`src/rtl/adc_ctrl_pkg.sv`:
```
package adc_ctrl_pkg;

    typedef enum logic [1:0] {
        ST_IDLE  = 2'd0,
        ST_ARM   = 2'd1,
        ST_CONV  = 2'd2,
        ST_SHIFT = 2'd3
    } ctrl_state_e;

    // Multiplexer word, sent single first then odd.
    typedef struct packed {
        logic single;
        logic odd;
    } mux_cfg_t;

endpackage

```
`src/rtl/adc_interval.sv`:
```
// Free-running interval counter: pulses expire_o every LIMIT enabled clocks.
module adc_interval #(
    parameter int LIMIT = 4
) (
    input  logic clk_i,
    input  logic rst_ni,
    input  logic run_i,
    output logic expire_o
);
    localparam int CW = (LIMIT > 1) ? $clog2(LIMIT) : 1;
    localparam logic [CW-1:0] LAST = CW'(LIMIT - 1);

    logic [CW-1:0] cnt_d, cnt_q;

    always_comb begin
        expire_o = run_i && (cnt_q == LAST);
        if (!run_i || expire_o) begin
            cnt_d = '0;
        end else begin
            cnt_d = cnt_q + CW'(1);
        end
    end

    always_ff @(posedge clk_i) begin
        if (!rst_ni) begin
            cnt_q <= '0;
        end else begin
            cnt_q <= cnt_d;
        end
    end
endmodule

```
`src/rtl/adc_frame_shift.sv`:
```
// Transmit and receive shift registers for one serial frame.
module adc_frame_shift #(
    parameter int DATA_W = 16
) (
    input  logic              clk_i,
    input  logic              rst_ni,
    input  logic              load_i,
    input  logic [DATA_W-1:0] load_word_i,
    input  logic              tx_step_i,
    input  logic              rx_step_i,
    input  logic              rx_bit_i,
    output logic              tx_bit_o,
    output logic [DATA_W-1:0] rx_word_o
);
    typedef struct packed {
        logic [DATA_W-1:0] tx;
        logic [DATA_W-1:0] rx;
    } shift_t;

    shift_t d, q;

    always_comb begin
        d = q;
        if (load_i) begin
            d.tx = load_word_i;
        end else if (tx_step_i) begin
            d.tx = {q.tx[DATA_W-2:0], 1'b0};
        end
        if (rx_step_i) begin
            d.rx = {q.rx[DATA_W-2:0], rx_bit_i};
        end
    end

    always_ff @(posedge clk_i) begin
        if (!rst_ni) begin
            q <= '0;
        end else begin
            q <= d;
        end
    end

    assign tx_bit_o  = q.tx[DATA_W-1];
    assign rx_word_o = q.rx;
endmodule

```
`src/rtl/twin_adc_ctrl.sv`:
```
module twin_adc_ctrl
    import adc_ctrl_pkg::*;
#(
    parameter int       DATA_W      = 16,
    parameter int       SCK_HALF    = 2,
    parameter int       CONV_CYCLES = 20,
    parameter mux_cfg_t RESET_CFG   = '{single: 1'b1, odd: 1'b0}
) (
    input  logic              clk_i,
    input  logic              rst_ni,
    input  logic              start_i,
    input  logic              req_single_i,
    input  logic              req_odd_i,
    output logic              busy_o,
    output logic              adc_conv_o,
    output logic              adc_sck_o,
    output logic              adc_din_o,
    input  logic              adc_dout_i,
    output logic [DATA_W-1:0] result_o,
    output logic              result_valid_o,
    output logic              result_single_o,
    output logic              result_odd_o
);
    localparam int CFG_W = $bits(mux_cfg_t);
    localparam int EW    = $clog2(DATA_W + 1);
    localparam logic [EW-1:0] LAST_EDGE = EW'(DATA_W);

    typedef struct packed {
        ctrl_state_e       st;
        mux_cfg_t          req;      // word to send this transfer
        mux_cfg_t          live;     // word governing the running conversion
        mux_cfg_t          res_cfg;  // word reported with result
        logic              conv;
        logic              sck;
        logic [EW-1:0]     edges;
        logic [DATA_W-1:0] res;
        logic              valid;
    } regs_t;

    regs_t d, q;

    logic              wait_run, wait_done;
    logic              half_run, half_done;
    logic              load, tx_step, rx_step;
    logic              tx_bit;
    logic [DATA_W-1:0] rx_word;
    logic [DATA_W-1:0] load_word;

    assign wait_run  = (q.st == ST_CONV);
    assign half_run  = (q.st == ST_SHIFT);
    assign load_word = {q.req, {(DATA_W - CFG_W){1'b0}}};

    adc_interval #(.LIMIT(CONV_CYCLES)) u_conv_timer (
        .clk_i    (clk_i),
        .rst_ni   (rst_ni),
        .run_i    (wait_run),
        .expire_o (wait_done)
    );

    adc_interval #(.LIMIT(SCK_HALF)) u_half_timer (
        .clk_i    (clk_i),
        .rst_ni   (rst_ni),
        .run_i    (half_run),
        .expire_o (half_done)
    );

    adc_frame_shift #(.DATA_W(DATA_W)) u_shift (
        .clk_i       (clk_i),
        .rst_ni      (rst_ni),
        .load_i      (load),
        .load_word_i (load_word),
        .tx_step_i   (tx_step),
        .rx_step_i   (rx_step),
        .rx_bit_i    (adc_dout_i),
        .tx_bit_o    (tx_bit),
        .rx_word_o   (rx_word)
    );

    always_comb begin
        d       = q;
        d.valid = 1'b0;
        load    = 1'b0;
        tx_step = 1'b0;
        rx_step = 1'b0;
        unique case (q.st)
            ST_IDLE: begin
                if (start_i) begin
                    d.req.single = req_single_i;
                    d.req.odd    = req_odd_i;
                    d.conv       = 1'b0;   // guarantee a fresh rising edge
                    d.st         = ST_ARM;
                end
            end
            ST_ARM: begin
                d.conv = 1'b1;
                d.st   = ST_CONV;
            end
            ST_CONV: begin
                if (wait_done) begin
                    d.conv  = 1'b0;
                    d.edges = '0;
                    load    = 1'b1;
                    d.st    = ST_SHIFT;
                end
            end
            ST_SHIFT: begin
                if (half_done) begin
                    if (!q.sck) begin
                        d.sck   = 1'b1;
                        rx_step = 1'b1;
                        d.edges = q.edges + EW'(1);
                    end else if (q.edges == LAST_EDGE) begin
                        d.sck     = 1'b0;
                        d.conv    = 1'b1;
                        d.valid   = 1'b1;
                        d.res     = rx_word;
                        d.res_cfg = q.live;
                        d.live    = q.req;
                        d.edges   = '0;
                        d.st      = ST_IDLE;
                    end else begin
                        d.sck   = 1'b0;
                        tx_step = 1'b1;
                    end
                end
            end
            default: d.st = ST_IDLE;
        endcase
    end

    always_ff @(posedge clk_i) begin
        if (!rst_ni) begin
            q         <= '0;
            q.req     <= RESET_CFG;
            q.live    <= RESET_CFG;
            q.res_cfg <= RESET_CFG;
        end else begin
            q <= d;
        end
    end

    assign busy_o          = (q.st != ST_IDLE);
    assign adc_conv_o      = q.conv;
    assign adc_sck_o       = q.sck;
    assign adc_din_o       = tx_bit;
    assign result_o        = q.res;
    assign result_valid_o  = q.valid;
    assign result_single_o = q.res_cfg.single;
    assign result_odd_o    = q.res_cfg.odd;
endmodule

```
`config.mk`:
```
export PLATFORM = sky130hd
export DESIGN_NAME = twin_adc_ctrl
export DESIGN_NICKNAME = d
export VERILOG_FILES = /design/src/rtl/adc_ctrl_pkg.sv /design/src/rtl/adc_interval.sv /design/src/rtl/adc_frame_shift.sv /design/src/rtl/twin_adc_ctrl.sv
export SDC_FILE = /design/constraint.sdc
export NUM_CORES = 1
export LEC_CHECK = 0
export CAP_MARGIN = 20
export CORE_ASPECT_RATIO = 1.2
export CORE_MARGIN = 2
export CORE_UTILIZATION = 50
export CTS_CLUSTER_SIZE = 14
export DETAILED_ROUTE_END_ITERATION = 6
export PLACE_DENSITY = 0.72
export SETUP_SLACK_MARGIN = 0.4
export SLEW_MARGIN = 20
export SYNTH_ARGS = -nofsm -noshare
export SYNTH_HDL_FRONTEND = slang
export SYNTH_SLANG_ARGS = --single-unit
```
`constraint.sdc`:
```
create_clock -name clk_i -period 1.5 [get_ports clk_i]
set_clock_uncertainty 0.15 [all_clocks]
set_input_delay 0.3 -clock clk_i [delete_from_list [all_inputs] [get_ports clk_i]]
set_output_delay 0.3 -clock clk_i [all_outputs]
set_load 0.005 [all_outputs]
```
==> impl_results.md <==
- Sequential area share after synthesis: 45.3%
- Syn_nets: 298
- Hold Path Cell Cnt: 2
- Worst slew margin: 79.6%
- Initial Utilization: 51.2%
- Crit path launch: q[31]
- HPWL Detailed: 3.20 mm
- Crit Path Category: reg -> reg
- Crit path DAT: 1.82 ns
- Die Ht: 81.1 um
- Tcrit/Tclk final: 115%
- Status: complete, but fails checks
- Most frequent cell after synthesis: nand2_1
- Std cell rows: 28
- Vias: 2186
- Post-synthesis async set-or-reset flop share: 0%
- Post-synth top cells: nand2_1, dfxtp_1, a21boi_0
- Antenna violation net count after detailed routing: 0
- Cells after Synth: 284
- VDD IR max: 0.870 mV
- Crit end category: flip-flop
- Lkg Pwr: 1.52 nW
- Max-slew violation count: 0
- Synth Register Bits: 56
- Hold buffers post-CTS: 0
- Reg2Reg Depth: 6
- Power Dens Cells: 893 nW/um2
- Max Cap Violations: 0
- GRT overflow: 0
- Worst hold path type: reg -> reg
- Worst Setup Start Kind: flip-flop
- CTS sink cnt: 56
- Synth Cell Area: 2470 um2
- Clk pin slew, worst setup/hold paths: 0.10 ns
- Minimum clock period: 1.73 ns
- Grt met1 use: 25.5%
- Hold_sp: result_o[14]
- PnR worst setup slack: -0.225 ns
- Predominant post-synthesis flop cell: dfxtp_1
- Pre-antenna DRT Iters: 4
- Layout area overhead: 47.1%
- Placement Setup Slack: -0.170 ns
- Critical path fanouts, max: 7
- Syn Area/Cell: 8.71 um2
- Final Hold Viols: 0
- Vias in the first global route: 1960
- CTS tree: built
- Peak Freq: 0.580 GHz
- Routed length per instance: 16.2 um
- Pin count of the biggest net entering global routing: 22
- Finished Core Util: 75.3%
- Worst r2r src: q[31]
- H-Tree Depth: 2
- WP data required: 1.59 ns
- Initial DRC Count: 123
- Initial antenna violation count: 0
- Ant diodes: 0
- Fin Hold WS: 0.303 ns
- RSZ-0062 raised after global routing: yes
- DRC: 0
- IO Port Bufs: 28
- Clock root buffer: clkbuf_8
- Total die area: 5530 um2
- Worst skew pair latency: 0.31 ns
- Area contributors post-synth: dfxtp_1, nand2_1, a21boi_0, buf_4, ha_1
- Layer with the highest usage: met2
- Area leader, netlist: dfxtp_1
- Vias per cell: 5.42
- First-pass GRT wire length: 9.13 mm
- Core box area: 4830 um2
- DRT Wirelength: 6.51 mm
- Slew @ Worst Pin: 0.305 ns
- Warnings, synthesis: 0
- # setup viols final: 48
- GR Util met2: 41.5%
- Post-synth EDFFs: 0
- Die Wd: 68.2 um
- Routability cong.: 0.861
- Violated checks: negative setup slack
- Nets@finish: 356
- Synth unique cells: 37
- Yosys top cell area share: 45.3%
- Total CTS buffers: 5
- Layout cell share with drive strength beyond 1: 53.6%
- Total I/O pin count: 29
- M3 GR Usage: 3.74%
- Total GRT Usage: 22.2%
- Largest buffer count on any clock path: 2
- FILL cells: 327
==> state kept, by name, indices dropped and copies added, names as in the netlist <==
signal / cells
result_o: 16
u_shift.rx_word_o: 16
q: 9
u_conv_timer.cnt_q: 5
load_word: 2
adc_conv_o: 1
adc_sck_o: 1
result_odd_o: 1
result_single_o: 1
result_valid_o: 1
u_half_timer.cnt_q: 1
u_shift.q: 1
u_shift.tx_bit_o: 1
==> metrics by stage <==
step                std cells  TNS, ns  cell area, um2  power [W]
global placement          373    -3.77            2920    0.00204
finish                    403    -4.18            3640    0.00325
global route              403    -7.02            3640    0.00338
floorplan                 284   -0.279            2560    0.00185
CTS                       397    -2.90            3280    0.00317
detailed placement        373    -4.64            2920    0.00205
==> layout by cell type (no fill, tap or decap), types with 12 or more instances in the layout <==
master / instances
a21boi_2: 13
a21boi_1: 23
buf_4: 28
buf_6: 26
dfxtp_1: 29
dfxtp_2: 26
nand2_4: 15
nand2_2: 18
nand3_1: 13
nand2_1: 52
buf_2: 12
==> routing by layer <==
metal / part of all wire (%) / vias to the layer above
met4: 2.4 / 0
met1: 38 / 1073
met3: 3.1 / 12
met5: 0 / -
met2: 57 / 52
li1: - / 1049
==> timing repair <==
item / CTS / global route
resized for setup: 167 / 67
setup buffers: 10 / 4
cloned: 6 / 2
setup endpoints to repair: 79 / 78
pin swaps: 12 / 21
hold endpoints to repair: 0 / 0
==> worst max-delay path, stage by stage, from the launching register on <==
cell,delay (ns)
dfxtp_2,0.36
buf_6,0.13
ha_4,0.18
and3b_2,0.24
o211ai_1,0.15
or3_1,0.36
nand3_1,0.09
==> where the power goes <==
| group | switching, W | total (W) | internal [W] |
|---|---|---|---|
| clock network | 0.000478 | 0.000975 | 0.000496 |
| logic | 0.000317 | 0.000717 | 0.000400 |
| registers | 0.0000347 | 0.00156 | 0.00152 |
| total | 0.000830 | 0.00325 | 0.00242 |
==> worst paths after layout <==
path | to | slack [ns]
max | q[20] | -0.23
min | result_o[14] | 0.30
max reg2reg | q[20] | -0.23
min reg2reg | result_o[14] | 0.30
==> cell families (layout without fill, tap and decap cells) <==
kind of cell               Yosys count  after routing  synth area share, %
xor gates and xnor gates             3              3                 1.06
and+or+nand+nor                    128            130                 23.8
AOI/OAI and AO/OA                   48             48                 14.4
DFF                                 56             56                 45.3
muxes                                5              5                 2.07
buffers and inverters               36             93                 9.26
adders and majority gates            8              8                 4.05
==> cell type report <==
class                   count  area, um2  area share [%]
repair buffers             79        792            21.8
clock buffers               6       72.6            1.99
flip-flops and latches     56       1160            31.8
well taps                  60       75.1            2.06
clock inverters             2       35.0           0.963
inverters                   6       25.0           0.688
multi-input cells         194       1480            40.7
(Power assumes the default switching activity.)
